`src/rtl/olim_pkg.sv`:
```
package olim_pkg;
  localparam int RESP_W = 2;
  typedef logic [RESP_W-1:0] olim_resp_t;

  function automatic int cnt_width(input int limit);
    return $clog2(limit + 1);
  endfunction
endpackage

```
`src/rtl/olim_credit.sv`:
```
module olim_credit #(
  parameter int LIMIT = 4,
  parameter int CW    = olim_pkg::cnt_width(LIMIT)
) (
  input  logic          clk,
  input  logic          rst_n,
  input  logic          take,
  input  logic          give,
  output logic [CW-1:0] cnt,
  output logic          full
);
  localparam logic [CW-1:0] CAP = CW'(LIMIT);

  always_ff @(posedge clk or negedge rst_n) begin
    if (!rst_n)
      cnt <= '0;
    else if (take && !give)
      cnt <= cnt + 1'b1;
    else if (give && !take)
      cnt <= cnt - 1'b1;
  end

  assign full = (cnt == CAP);
endmodule

```
`src/rtl/olim_gate.sv`:
```
module olim_gate #(
  parameter int PW = 36
) (
  input  logic          block,
  input  logic          up_valid,
  output logic          up_ready,
  input  logic [PW-1:0] up_pay,
  output logic          dn_valid,
  input  logic          dn_ready,
  output logic [PW-1:0] dn_pay,
  output logic          fire
);
  assign dn_valid = up_valid && !block;
  assign up_ready = dn_ready && !block;
  assign dn_pay   = up_pay;
  assign fire     = dn_valid && dn_ready;
endmodule

```
`src/rtl/olim_resp_tap.sv`:
```
module olim_resp_tap #(
  parameter int PW       = 6,
  parameter bit USE_LAST = 1'b0
) (
  input  logic          dn_valid,
  output logic          dn_ready,
  input  logic [PW-1:0] dn_pay,
  input  logic          dn_last,
  output logic          up_valid,
  input  logic          up_ready,
  output logic [PW-1:0] up_pay,
  output logic          done
);
  logic beat;
  assign up_valid = dn_valid;
  assign dn_ready = up_ready;
  assign up_pay   = dn_pay;
  assign beat     = dn_valid && up_ready;

  generate
    if (USE_LAST) begin : g_last
      assign done = beat && dn_last;
    end else begin : g_any
      assign done = beat;
    end
  endgenerate
endmodule

```
`src/rtl/axi_txn_limiter.sv`:
```
module axi_txn_limiter #(
  parameter int MAX_OUT = 4,
  parameter int ADDR_W  = 32,
  parameter int ID_W    = 4,
  parameter int DATA_W  = 32,
  localparam int CW     = olim_pkg::cnt_width(MAX_OUT),
  localparam int RW     = olim_pkg::RESP_W
) (
  input  logic              clk,
  input  logic              rst_n,
  input  logic              up_aw_valid,
  output logic              up_aw_ready,
  input  logic [ADDR_W-1:0] up_aw_addr,
  input  logic [ID_W-1:0]   up_aw_id,
  output logic              dn_aw_valid,
  input  logic              dn_aw_ready,
  output logic [ADDR_W-1:0] dn_aw_addr,
  output logic [ID_W-1:0]   dn_aw_id,
  input  logic              dn_b_valid,
  output logic              dn_b_ready,
  input  logic [ID_W-1:0]   dn_b_id,
  input  logic [RW-1:0]     dn_b_resp,
  output logic              up_b_valid,
  input  logic              up_b_ready,
  output logic [ID_W-1:0]   up_b_id,
  output logic [RW-1:0]     up_b_resp,
  input  logic              up_ar_valid,
  output logic              up_ar_ready,
  input  logic [ADDR_W-1:0] up_ar_addr,
  input  logic [ID_W-1:0]   up_ar_id,
  output logic              dn_ar_valid,
  input  logic              dn_ar_ready,
  output logic [ADDR_W-1:0] dn_ar_addr,
  output logic [ID_W-1:0]   dn_ar_id,
  input  logic              dn_r_valid,
  output logic              dn_r_ready,
  input  logic [ID_W-1:0]   dn_r_id,
  input  logic [DATA_W-1:0] dn_r_data,
  input  logic [RW-1:0]     dn_r_resp,
  input  logic              dn_r_last,
  output logic              up_r_valid,
  input  logic              up_r_ready,
  output logic [ID_W-1:0]   up_r_id,
  output logic [DATA_W-1:0] up_r_data,
  output logic [RW-1:0]     up_r_resp,
  output logic              up_r_last,
  output logic [CW-1:0]     wr_pending,
  output logic [CW-1:0]     rd_pending
);
  localparam int APW = ADDR_W + ID_W;
  localparam int BPW = ID_W + RW;
  localparam int RPW = ID_W + DATA_W + RW + 1;

  logic wr_full, rd_full;
  logic aw_fire, ar_fire, b_done, r_done;

  // write address path
  olim_gate #(.PW(APW)) u_aw_gate (
    .block    (wr_full),
    .up_valid (up_aw_valid),
    .up_ready (up_aw_ready),
    .up_pay   ({up_aw_id, up_aw_addr}),
    .dn_valid (dn_aw_valid),
    .dn_ready (dn_aw_ready),
    .dn_pay   ({dn_aw_id, dn_aw_addr}),
    .fire     (aw_fire)
  );

  // read address path
  olim_gate #(.PW(APW)) u_ar_gate (
    .block    (rd_full),
    .up_valid (up_ar_valid),
    .up_ready (up_ar_ready),
    .up_pay   ({up_ar_id, up_ar_addr}),
    .dn_valid (dn_ar_valid),
    .dn_ready (dn_ar_ready),
    .dn_pay   ({dn_ar_id, dn_ar_addr}),
    .fire     (ar_fire)
  );

  // write response: every handshake retires one write
  olim_resp_tap #(.PW(BPW), .USE_LAST(1'b0)) u_b_tap (
    .dn_valid (dn_b_valid),
    .dn_ready (dn_b_ready),
    .dn_pay   ({dn_b_id, dn_b_resp}),
    .dn_last  (1'b1),
    .up_valid (up_b_valid),
    .up_ready (up_b_ready),
    .up_pay   ({up_b_id, up_b_resp}),
    .done     (b_done)
  );

  // read data: only the final beat retires a read
  olim_resp_tap #(.PW(RPW), .USE_LAST(1'b1)) u_r_tap (
    .dn_valid (dn_r_valid),
    .dn_ready (dn_r_ready),
    .dn_pay   ({dn_r_id, dn_r_data, dn_r_resp, dn_r_last}),
    .dn_last  (dn_r_last),
    .up_valid (up_r_valid),
    .up_ready (up_r_ready),
    .up_pay   ({up_r_id, up_r_data, up_r_resp, up_r_last}),
    .done     (r_done)
  );

  olim_credit #(.LIMIT(MAX_OUT), .CW(CW)) u_wr_credit (
    .clk   (clk),
    .rst_n (rst_n),
    .take  (aw_fire),
    .give  (b_done),
    .cnt   (wr_pending),
    .full  (wr_full)
  );

  olim_credit #(.LIMIT(MAX_OUT), .CW(CW)) u_rd_credit (
    .clk   (clk),
    .rst_n (rst_n),
    .take  (ar_fire),
    .give  (r_done),
    .cnt   (rd_pending),
    .full  (rd_full)
  );
endmodule

```
`config.mk`:
```
export PLATFORM = sky130hd
export DESIGN_NAME = axi_txn_limiter
export DESIGN_NICKNAME = d
export VERILOG_FILES = /design/src/rtl/olim_pkg.sv /design/src/rtl/olim_credit.sv /design/src/rtl/olim_gate.sv /design/src/rtl/olim_resp_tap.sv /design/src/rtl/axi_txn_limiter.sv
export SDC_FILE = /design/constraint.sdc
export NUM_CORES = 1
export LEC_CHECK = 0
export ABC_AREA = 1
export BUFFER_PORTS_ARGS = -buffer_cell sky130_fd_sc_hd__clkbuf_2
export CORE_AREA = 2 2 101 103
export DETAILED_ROUTE_END_ITERATION = 16
export DIE_AREA = 0 0 103 105
export SYNTH_ARGS = -nofsm -noshare
export SYNTH_HDL_FRONTEND = slang
export SYNTH_SLANG_ARGS = --single-unit
```
`constraint.sdc`:
```
create_clock -name clk -period 5 [get_ports clk]
set_input_delay 0.25 -clock clk [delete_from_list [all_inputs] [get_ports clk]]
set_output_delay 0.25 -clock clk [all_outputs]
set_load 0.005 [all_outputs]
```
== Word level (Yosys, flattened, before mapping) ==
Index checks and enable logic that the tools add are counted.

* Register bits after elaboration: 6
* Output and inout port bits: 131
* Input port bits: 127

* Equal/unequal tests: 2
* Reductions and logical operators: 21
* Muxes and demuxes: 4
* Add/sub/neg operators: 4

{| class="wikitable"
|+ Operator list
! cell !! number
|-
| $logic_and 1x1->1 || 13
|-
| $mux 3 || 4
|-
| $add 3x1->3 const B || 2
|-
| $eq 3x3->1 const B || 2
|-
| $logic_not 1->1 || 6
|-
| $sub 3x1->3 const B || 2
|-
| $reduce_bool 2->1 || 2
|}

== Longest topological paths before layout ==
Gate-level depths: netlist of run 1.

* Word-level depth: 8
* Mapped depth: 11
* Mapped depth without buffers: 11

== Hierarchy ==
From an unflattened synthesis of run 1, not the netlist that was laid out.

* Cell total of the unflattened synthesis: 181
* Area, all modules: 1,346.3 um2

{| class="wikitable"
|+ By module, submodules not included
! module !! area an instance (um2) !! cells each !! instances
|-
| olim_gate || 297.8 || 42 || 2
|-
| olim_resp_tap (u_r_tap) || 321.6 || 44 || 1
|-
| olim_credit (u_wr_credit) || 180.2 || 21 || 1
|-
| olim_credit (u_rd_credit) || 177.7 || 21 || 1
|-
| olim_resp_tap (u_b_tap) || 67.6 || 10 || 1
|-
| axi_txn_limiter || 3.8 || 1 || 1
|}

== Least setup slack after synthesis of run 1 ==
No wires, ideal clock.

* Path kind: register -> register
* Start: register u_rd_credit.cnt[0]
* End: register u_rd_credit.cnt[1]
* Data arrival time: 1.524 ns
* Slack: 3.360 ns
* Cell stages (with the launch flop): 8
* Data required time: 4.883 ns
* Clock period less this slack: 1.640 ns
* Cell sequence: dfrtp_1 -> nor3_2 -> nor3_1 -> ha_1 -> inv_1 -> fa_1 -> nand2_1 -> nand2_1

* Longest elaborated chain between the ends: 7

{| class="wikitable"
|+ RTL lines
! what !! line !! RTL
|-
| start, declared || olim_credit.sv:9 || <nowiki>output logic [CW-1:0] cnt,</nowiki>
|-
| start signal, assigned || olim_credit.sv:18 || <nowiki>cnt <= cnt + 1'b1;</nowiki>
|-
| start signal, assigned || olim_credit.sv:20 || <nowiki>cnt <= cnt - 1'b1;</nowiki>
|-
| parallel branches: the longest is 7 deep, another holds $sub 3x1->3 || - ||
|}

Parallel ways; which one is timed is not known. The select of a mux whose other input is x is not followed.
A chain may end at the register's enable or synchronous reset.

== Worst setup path after layout of run 1 ==
* Start: register u_rd_credit.cnt[2]
* End: register u_rd_credit.cnt[2]

Same word-level chain as after synthesis.

==> impl_results.md, run 1 <==
- Status: finished clean
- First-pass GRT wire length: ~4700 um
- WP data arrival: between 1.5 and 2 ns
- MaxCap Viol Count: 0
- Synth area leader: buf_4
- Mapped Cells: 173
- Routed vias: 567
- Cell Area, Synth: 1320 um2
- Placed Area: approximately 700 um2
- Crit-path leading delay family: adder cells
- Finished Cell Area: 754 um2
- Synthesized net count: between 300 and 400
- TritonCTS clock tree: built
- DP HPWL: about 3500 um
- Final min period: approximately 1.8 ns
- Fmax: about 550 MHz
- Placed cells: 210
- Layout cell share with drive strength beyond 1: 0.395
- Residual DRC: 0
- Area growth syn-to-layout: -42.8%
- Slowest stage delay, CP: roughly 0.41 ns
- Wire length per cell: about 18 um
- H-Tree Level Count: 1
- Antenna cells: 0
- Part of the power in registers: 0.330
- Setup violators final: 0
- Worst Setup Path Type: reg -> reg
- Fin. Hold Viols: 0
- Worst-path clk slew: ~0.040 ns
- Sequential cell area fraction in the yosys report: 0.114
- Total gr overflow: 0
- TritonRoute pass-1 iters: 2
- Switch share: 0.402
- Tcrit/Tclk final: 0.366
- Rows: 36
- Critical path's slowest cell: fa_1
- Vias per cell: about 2.6
- Clk buf depth: 2
- Die height: around 110 um
- Number of global-route vias before repair: about 600
- Bufs and invs on worst path: 2
- Core area: roughly 9600 um2
- Starting DRT DRC Count: 24
- Clock root cell: clkbuf_8
- Tot Pwr: 0.326 mW
- LEAKAGE: roughly 0.36 nW
- Final core utilization: 0.0783
- RR Startpoint: u_rd_credit.cnt[2]
- Clk pwr share: 0.221
- Depth of the most critical reg-to-reg path: 10
- Post-CTS Resized: 0
- Crit path required time: 5.11 ns
- Mean post-synth cell area: between 7 and 8 um2
- Synth top area share: 0.688
- Setup tns final: 0 ns
- Clock net sink count: 6
- Most common cell after layout, fill and taps aside: clkbuf_2
- Later-pin clock latency in the skew report: between 0.2 and 0.25 ns
- Worst Max-Slew Pin Slew: about 0.27 ns
- Proportion of power drawn by combinational gates: 0.449
- Initial Utilization: 0.137
- Gr usage total: 0.0623
- Die Width: roughly 100 um
- Fillers: ~1200
- Clock Skew: just over 0.005 ns
- Rel. slew slack: 0.817
- Max Slew Vio Count: 0
- Port Buffers: 25
- Yosys reg bits: 6
- Most frequent cells in the layout: 25 x clkbuf_2, 13 x nand2_1, 12 x inv_1
- Worst setup EP type: flop
- Syn. warnings: 0
- Post-CTS Setup Bufs: 0
- NetSw: 0.131 mW
- Unique masters post-synth: 13
- TritonCTS Buffers: 3
- Pin count of the biggest net entering global routing: 7
- Layout Cells excl Fill: ~210
- Synth area leaders: buf_4 69%, dfrtp_1 11%, nand2_1 3.7%
- Final ANT Viol Nets: 0
- R2R Path End: u_rd_credit.cnt[2]
- Worst IR drop on VDD: about 190 uV
- Hold WC Path Type: in -> async
- Final WL: about 3800 um
- Initial antenna violation count: 0
- Nets: 214
- CP Launch Type: flop
- Pint: 0.195 mW
- RSZ-0062 raised after global routing: false
- Worst-path cell chain: inv_1 -> nor3_2 -> nor3_1 -> ha_1 -> inv_1 -> fa_1 -> nand2_2 -> nand3_1 -> nand2_1 -> nand2_1
- Worst Path Max Fanout: 3
- # IOs: around 260
- R2R setup slack: around 3.2 ns
- Die ar.: 10800 um2
- Pwr per Cell Area: approximately 430 nW/um2
- RePlAce Congestion: 0.694
==> how the worst max path moves through the flow <==
stage / from / cells after the start / end / slack, ns
finish: u_rd_credit.cnt[2] / 10 / u_rd_credit.cnt[2] / 3.17
detailed placement: u_rd_credit.cnt[0] / 7 / u_rd_credit.cnt[1] / 3.09
global placement: u_rd_credit.cnt[0] / 7 / u_rd_credit.cnt[1] / 3.14
floorplan: u_rd_credit.cnt[0] / 7 / u_rd_credit.cnt[1] / 3.36
global route: u_rd_credit.cnt[0] / 10 / u_rd_credit.cnt[2] / 2.95
CTS: u_rd_credit.cnt[0] / 7 / u_rd_credit.cnt[1] / 3.09
==> final cells by class <==
type / instances / area [um2] / area share
Multi-Input combinational cell: 34 / 216 / 0.287
Tap cell: 133 / 166 / 0.221
Sequential cell: 6 / 150 / 0.199
Timing Repair Buffer: 26 / 135 / 0.179
Inverter: 12 / 45.0 / 0.0597
Clock buffer: 3 / 41.3 / 0.0547
==> cells in the mapped netlist <==
master,number
nand4_1,2
nand2_1,13
buf_4,121
ha_1,2
inv_1,12
nor2_1,4
nand2_2,2
xnor2_1,2
dfrtp_1,6
nand3_1,3
nor3_2,2
nor3_1,2
fa_1,2
==> logic make-up (layout without fill, tap and decap cells) <==
logic type	count (synthesis)	count (layout)	synth area share
xor gates and xnor gates	2	2	0.0133
adders and majority gates	4	4	0.0493
buffers and inverters	133	41	0.722
DFF	6	6	0.114
and+or+nand+nor	28	28	0.101
==> metal layers <==
metal / track usage / vias to the layer above / routed length (um)
met5: 0 / - / 0
met4: 0.0536 / 0 / 242
met3: 0.0615 / 28 / 1030
met2: 0.107 / 99 / 1850
met1: 0.0327 / 224 / 672
li1: - / 216 / -
==> flip-flops by register name, indices dropped and copies added (netlist names) <==
signal / count
u_wr_credit.cnt: 3
u_rd_credit.cnt: 3
==> power groups by stage <==
| stage | Sequential [mW] | Combinational, mW | Clock [mW] |
|---|---|---|---|
| global placement | 0.108 | 0.144 | 0 |
| CTS | 0.109 | 0.150 | 0.0750 |
| detailed placement | 0.109 | 0.149 | 0 |
| global route | 0.114 | 0.169 | 0.0777 |
| finish | 0.108 | 0.146 | 0.0719 |
| floorplan | 0.105 | 0.165 | 0 |
==> worst register-to-register path, delay by kind of cell, from the launching register on <==
family,cells,cell delay (ns)
DFF,1,0.39
buffers and inverters,2,0.18
adders and majority gates,2,0.63
and+or+nand+nor,6,0.51
==> through the flow <==
stage                     hold WS [ns]  worst slack, ns
after floorplan                -0.0456             3.36
after global placement          0.0863             3.14
after detailed placement        0.0939             3.09
after CTS                        0.393             3.09
after global routing             0.430             2.95
final                            0.412             3.17
==> timing repair <==
action / in CTS / in global routing
endpoints found under the setup margin: 0 / 0
hold buffers: 1 / 0
endpoints found under the hold margin: 6 / 0
(Power assumes the default switching activity.)
==> run 2, diff against run 1 <==
--- a/config.mk
+++ b/config.mk
@@ -5,11 +5,11 @@
 export SDC_FILE = /design/constraint.sdc
 export NUM_CORES = 1
 export LEC_CHECK = 0
-export ABC_AREA = 1
+export ABC_AREA = 0
 export BUFFER_PORTS_ARGS = -buffer_cell sky130_fd_sc_hd__clkbuf_2
-export CORE_AREA = 2 2 101 103
+export CORE_AREA = 2 2 100 102
 export DETAILED_ROUTE_END_ITERATION = 16
-export DIE_AREA = 0 0 103 105
+export DIE_AREA = 0 0 102 104
 export SYNTH_ARGS = -nofsm -noshare
 export SYNTH_HDL_FRONTEND = slang
 export SYNTH_SLANG_ARGS = --single-unit
==> constraint.sdc (replaced) <==
create_clock -name clk -period 1.9 [get_ports clk]
set_input_delay 0.095 -clock clk [delete_from_list [all_inputs] [get_ports clk]]
set_output_delay 0.095 -clock clk [all_outputs]
set_load 0.005 [all_outputs]
==> run 2 against run 1 <==
Compared with the run above:
- fmax down 1.5%
- sequential power up 130%
- die area down 1.9%
- worst hold slack worse by 0.22 ns
- setup slack worse by 3.1 ns
- first-iteration DRC count down 67%
- combinational power rose to 4.1 times the previous value
- register-to-register slack worse by 3.1 ns
- critical endpoint is now u_wr_credit.cnt[1]
- largest cell class unchanged
==> impl_results.md, run 2 <==
- Status: finished clean
- Final WL: 2660 um (-30%)
- Post-synth EDFFs: 0 (unchanged)
- Worst Path Max Fanout: 2 (-1)
- TritonRoute pass-1 iters: 2 (unchanged)
- Area growth syn-to-layout: -33.6%
- LEAKAGE: 0.363 nW (+1.4%)
- Nets: 206 (-3.7%)
- Worst Setup Path Type: reg -> reg
- RSZ-0062 raised after global routing: true
- Final min period: 1.86 ns (+0.0276 ns)
- Async SR Flop Fraction: 1.00 (unchanged)
- Worst-path clk slew: 0.04 ns (about the same)
- R2R setup slack: 0.04 ns (-3.13 ns)
- Synth top area share: 0.702 (+0.0140)
- Clk buf depth: 2 (unchanged)
- CP endpoint: u_wr_credit.cnt[1]
- Critical path's slowest cell: fa_2
- Pwr per Cell Area: 1210 nW/um2 (+180%)
- Gr usage total: 0.0467 (-0.0155)
- CP startpoint: u_wr_credit.cnt[1]
- Most common cell after layout, fill and taps aside: clkbuf_2
- Fmax: 539 MHz (-1.5%)
- Cell Area, Synth: 1290 um2 (-2.0%)
- Yosys reg bits: 6 (unchanged)
- Mean post-synth cell area: 8.46 um2 (+11%)
- Sequential cell area fraction in the yosys report: 0.116 (+0.00231)
- Port Buffers: 25 (unchanged)
- Core area: 9550 um2 (-0.93%)
- Antenna cells: 0 (unchanged)
- Clock Skew: 0.0000571 ns (-0.00500 ns)
- Crit-path leading delay family: adder cells
- Synth area leader: buf_4
- Starting DRT DRC Count: 8 (-67%)
- Clock root cell: clkbuf_8
- WP data arrival: 1.96 ns (+0.02 ns)
- Bufs and invs on worst path: 1 (-1)
- Rows: 36 (unchanged)
- Top-count cell post-synth: buf_4
- Synthesized net count: 284 (-6.6%)
- Depth of the most critical reg-to-reg path: 7 (-3)
- Fin. Hold Viols: 0 (unchanged)
- Max Slew Vio Count: 0 (unchanged)
- Later-pin clock latency in the skew report: 0.22 ns (about the same)
- First-pass GRT wire length: 3390 um (-27%)
- CP Launch Type: flop
- MaxCap Viol Count: 0 (unchanged)
- Synth area leaders: buf_4 70%, dfrtp_1 12%, fa_1 3.1%
- Worst Max-Slew Pin Slew: 0.209 ns (-0.0644 ns)
- Unique masters post-synth: 16 (+3)
- Clock net sink count: 6 (unchanged)
- Die ar.: 10600 um2 (-1.9%)
- Fillers: 1137 (-2.1%)
- Most frequent cells in the layout: 25 x clkbuf_2, 12 x buf_4, 6 x dfrtp_1
- Initial Utilization: 0.135 (-0.00146)
- Total gr overflow: 0 (unchanged)
- Setup violators final: 0 (unchanged)
- Initial antenna violation count: 0 (unchanged)
- Die height: 104 um (-0.95%)
- Wire length per cell: 12.9 um (-27%)
- Crit path required time: 2.01 ns (-3.10 ns)
- DP HPWL: 2210 um (-36%)
- Reg area: 150 um2 (unchanged)
- Die Width: 102 um (-0.97%)
- Hold WC Path Type: in -> out
- Primary FF master, synth: dfrtp_1
- RR Startpoint: u_wr_credit.cnt[1]
- H-Tree Level Count: 1 (unchanged)
- Tightest hold margin: 0.190 ns (-0.222 ns)
- Mapped Cells: 153 (-12%)
- Top cells by count, synth: 121 x buf_4, 6 x dfrtp_1, 4 x xor2_1
- Total number of cells along the worst setup path: 7 (-3)
- Multi-input gate area: 269 um2 (+24%)
- TritonCTS Buffers: 3 (unchanged)
- Syn. warnings: 0 (unchanged)
- Number of global-route vias before repair: 592 (-0.84%)
- Pin count of the biggest net entering global routing: 7 (unchanged)
- Worst-path cell chain: nor3b_2 -> nor2b_2 -> and2_4 -> ha_4 -> inv_2 -> fa_2 -> mux2_2
- Tot Pwr: 1.04 mW (+220%)
- R2R Path End: u_wr_credit.cnt[1]
- Rel. slew slack: 0.860 (+0.0433)
- Vias per cell: 2.63 (-0.88%)
- RePlAce Congestion: 0.588 (-15%)
- TritonCTS clock tree: built
- Routed vias: 541 (-4.6%)
- Slowest stage delay, CP: 0.41 ns (about the same)
- Worst IR drop on VDD: 421 uV (+120%)
- Tcrit/Tclk final: 0.977 (+0.611)
- Layout cell share with drive strength beyond 1: 0.753 (+0.358)
- # IOs: 258 (unchanged)
- Final ANT Viol Nets: 0 (unchanged)
- Regs by FF count: u_rd_credit.cnt x3, u_wr_credit.cnt x3
- Residual DRC: 0 (unchanged)
- Worst setup EP type: flop
## run 2: changes by cell type in the layout (fill, tap and decap cells not counted), moves of 4 or more
cell,previous run,this run
buf_4,0,12
inv_1,12,0
nand2_1,13,1
xor2_1,0,4
## run 2: area by class of cell
cell class | instances | area share
inverters | 2 | 0.00873
repair buffers | 38 | 0.262
well taps | 133 | 0.194
flip-flops and latches | 6 | 0.175
clock buffers | 3 | 0.0480
multi-input cells | 24 | 0.313
## run 2: routing by layer
metal	vias to the layer above	GRT usage	part of all wire
met5	-	0	0
met4	0	0.0895	0.17
met3	62	0.0376	0.19
met2	78	0.0625	0.42
met1	218	0.0240	0.21
li1	183	-	-
## run 2: timing repair
| item | 4_1_cts | 5_1_grt |
|---|---|---|
| cloned | 0 | 0 |
| setup buffers | 2 | 4 |
| hold endpoints to repair | 6 | 0 |
| resized for setup | 5 | 6 |
| pin swaps | 7 | 7 |
| endpoints found under the setup margin | 4 | 4 |
| hold buffers | 1 | 0 |
## run 2: how the worst min path moves through the flow
| stage | from | endpoint | slack (ns) | cells past startpoint |
|---|---|---|---|---|
| 6_report | up_ar_addr[3] | dn_ar_addr[3] | 0.19 | 0 |
| 5_1_grt | dn_r_data[20] | up_r_data[20] | 0.19 | 0 |
| 4_1_cts | up_ar_addr[20] | dn_ar_addr[20] | 0.19 | 0 |
| 3_5_place_dp | rst_n | u_rd_credit.cnt[2] | -0.05 | 1 |
| 3_3_place_gp | rst_n | u_rd_credit.cnt[2] | -0.05 | 1 |
| 2_1_floorplan | rst_n | u_rd_credit.cnt[0] | -0.20 | 0 |
## run 2: kinds of logic (layout without fill, tap and decap cells)
| kind of cell | Yosys count | count (layout) | synth area share |
|---|---|---|---|
| xor+xnor | 6 | 6 | 0.0406 |
| fa+ha+maj | 4 | 4 | 0.0503 |
| buf+inv | 123 | 43 | 0.708 |
| flops | 6 | 6 | 0.116 |
| mux | 2 | 2 | 0.0174 |
| simple gates | 12 | 12 | 0.0677 |
## run 2: per-stage QoR
stage	setup WS [ns]	cell area (um2)	util	std cells	TNS (ns)
after floorplan	0.0131	1290	-	153	0
final	0.0436	860	0.0900	206	0
after CTS	0.0115	798	0.0836	202	0
after global routing	-0.0488	860	0.0900	206	-0.0953
after detailed placement	-0.0410	722	0.0756	196	-0.0863
after global placement	0.0153	722	0.0756	196	0
## run 2: where the power goes
group	internal, mW	switching (mW)	leakage [nW]	total, mW
Clock	0.137	0.0589	0.0216	0.195
Combinational	0.356	0.242	0.272	0.599
Sequential	0.198	0.0487	0.0702	0.247
Total	0.691	0.350	0.363	1.04
==> run 3, diff against run 2 <==
--- a/config.mk
+++ b/config.mk
@@ -7,9 +7,10 @@
 export LEC_CHECK = 0
 export ABC_AREA = 0
 export BUFFER_PORTS_ARGS = -buffer_cell sky130_fd_sc_hd__clkbuf_2
-export CORE_AREA = 2 2 100 102
+export CORE_AREA = 2 2 101 103
+export CTS_BUF_LIST = sky130_fd_sc_hd__clkbuf_8
 export DETAILED_ROUTE_END_ITERATION = 16
-export DIE_AREA = 0 0 102 104
+export DIE_AREA = 0 0 103 105
 export SYNTH_ARGS = -nofsm -noshare
 export SYNTH_HDL_FRONTEND = slang
 export SYNTH_SLANG_ARGS = --single-unit
==> run 3 against run 2 <==
Compared with the run above:
- combinational power shrank 2%
- sequential share of layout area grew 0.50 points
- worst hold slack is the same
- setup slack is essentially flat
- via count shrank 12%
==> impl_results.md, run 3 (same netlist as run 2, synthesis figures left out) <==
- Setup violators final: 0 (unchanged)
- Routed vias: 474 (-12%)
- Pwr per Cell Area: 1210 nW/um2 (+0.34%)
- Final min period: 1.86 ns (-0.000288 ns)
- Layout cell share with drive strength beyond 1: 0.732 (-0.0210)
- Fin. Hold Viols: 0 (unchanged)
- Tcrit/Tclk final: 0.977 (about the same)
- GR Util met1: 0.0242 (+0.000190)
- Final WL: 2100 um (-21%)
- Total gr overflow: 0 (unchanged)
- Starting DRT DRC Count: 21 (+13)
- Placed Area: 729 um2 (+1.0%)
- Clock root cell: clkbuf_8
- Die Width: 103 um (+0.98%)
- DP HPWL: 1740 um (-21%)
- TritonCTS clock tree: built
- Most common cell after layout, fill and taps aside: clkbuf_2
- # IOs: 258 (unchanged)
- Vias per cell: 2.32 (-12%)
- Met2 Track Usage GR: 0.0348 (-0.0277)
- TritonRoute pass-1 iters: 4 (+2)
- Initial Utilization: 0.134 (-0.00127)
- Tot Pwr: 1.02 mW (-2.4%)
- Number of global-route vias before repair: 527 (-11%)
- Worst Path Max Fanout: 2 (unchanged)
- NetSw: 0.326 mW (-6.7%)
- Initial antenna violation count: 0 (unchanged)
- Area growth syn-to-layout: -35.4%
- Clock Skew: 0.000126 ns (+0.0000684 ns)
- Worst setup EP type: flop
- Die ar.: 10800 um2 (+2.0%)
- Gr usage total: 0.0363 (-0.0105)
- Residual DRC: 0 (unchanged)
- RePlAce Congestion: 0.682 (+16%)
- Part of the power in registers: 0.242 (+0.005)
- Nets: 204 (-0.97%)
- Hold Crit Start: up_ar_addr[31]
- Switch share: 0.321 (-0.0148)
- Clk pwr share: 0.179 (-0.009)
- Fmax: 539 MHz (about the same)
- Hold WC Path Type: in -> out
- WP data arrival: 1.95 ns (about the same)
- Global routing's busiest layer: met4
- MaxCap Viol Count: 0 (unchanged)
- Rel. slew slack: 0.874 (+0.0141)
- Wire length per cell: 10.3 um (-20%)
- H-Tree Level Count: 1 (unchanged)
- Max Slew Vio Count: 0 (unchanged)
- Final ANT Viol Nets: 0 (unchanged)
- Crit path required time: 2.00 ns (about the same)
- Finished Cell Area: 836 um2 (-2.8%)
- Met3 usage: 0.0181 (-0.0196)
- RR Startpoint: u_rd_credit.cnt[1]
- Worst-path clk slew: 0.03 ns (about the same)
- Antenna cells: 0 (unchanged)
- Clk buf depth: 2 (unchanged)
- Pin count of the biggest net entering global routing: 7 (unchanged)
- Later-pin clock latency in the skew report: 0.22 ns (about the same)
- CP Launch Type: flop
- First-pass GRT wire length: 2840 um (-16%)
- Worst Max-Slew Pin Slew: 0.188 ns (-0.0210 ns)
- Core area: 9640 um2 (+0.94%)
- Worst Setup Path Type: reg -> reg
- Rows: 36 (unchanged)
- Clock net sink count: 6 (unchanged)
- Die height: 105 um (+0.96%)
- Worst IR drop on VDD: 152 uV (-64%)
- Pint: 0.689 mW (-0.27%)
- Port Buffers: 25 (unchanged)
- Most frequent cells in the layout: 25 x clkbuf_2, 10 x buf_4, 6 x dfrtp_1
- TritonCTS Buffers: 3 (unchanged)
- CP startpoint: u_rd_credit.cnt[1]
- Proportion of power drawn by combinational gates: 0.578 (+0.003)
- Status: finished clean
- Regs by FF count: u_rd_credit.cnt x3, u_wr_credit.cnt x3
- RSZ-0062 raised after global routing: true
- LEAKAGE: 0.356 nW (-2.1%)
run 3: final timing paths:
kind | end | slack [ns] | depth (start not counted)
max reg2reg | u_rd_credit.cnt[1] | 0.04 | 7
max in group asynchronous | u_rd_credit.cnt[1] | 1.50 | 2
min reg2reg | u_rd_credit.cnt[2] | 0.54 | 2
min | dn_ar_addr[31] | 0.19 | 0
max | u_rd_credit.cnt[1] | 0.04 | 7
min in group asynchronous | u_wr_credit.cnt[2] | 0.24 | 2
run 3: power by group through the flow:
| stage | logic, mW | registers [mW] | clock network (mW) |
|---|---|---|---|
| after detailed placement | 0.522 | 0.239 | 0 |
| final | 0.587 | 0.246 | 0.182 |
| after global placement | 0.515 | 0.241 | 0 |
| after global routing | 0.661 | 0.258 | 0.204 |
| after floorplan | 0.413 | 0.285 | 0 |
| after CTS | 0.530 | 0.238 | 0.190 |
run 3: worst max-delay path, stage by stage (launching register included):
cell and delay [ns]:
dfrtp_1 0.38, nor3b_2 0.23, nor2b_2 0.07, and2_4 0.14, ha_4 0.16, inv_2 0.05, fa_2 0.43, mux2_4 0.27
run 3: per-stage QoR:
step           setup slack (ns)  hold WS [ns]  cells  setup TNS, ns    util
2_1_floorplan            0.0131        -0.201    153              0       -
3_3_place_gp             0.0173       -0.0608    197              0  0.0757
3_5_place_dp           -0.00803       -0.0616    197       -0.00803  0.0757
4_1_cts                 0.00199         0.190    201              0  0.0813
5_1_grt                 -0.0500         0.190    204         -0.105  0.0867
6_report                 0.0439         0.190    204              0  0.0867
run 3: what timing repair did:
action	4_1_cts	5_1_grt
hold endpoints to repair	6	0
setup buffers	0	3
resized for setup	1	9
pin swaps	1	9
hold buffers	1	0
endpoints found under the setup margin	1	4
run 3: layout make-up:
class                           instances  area, um2
Fill cell                            1133       8800
Multi-Input combinational cell         24        260
Timing Repair Buffer                   36        210
Tap cell                              133        166
Sequential cell                         6        150
Clock buffer                            3       41.3
Inverter                                2       7.51
run 3: layer usage:
metal,wire length [um],vias to the layer above,share of wire
met5,0,-,0
met4,490,0,0.23
met3,378,58,0.18
met2,733,41,0.35
met1,500,193,0.24
li1,-,182,-
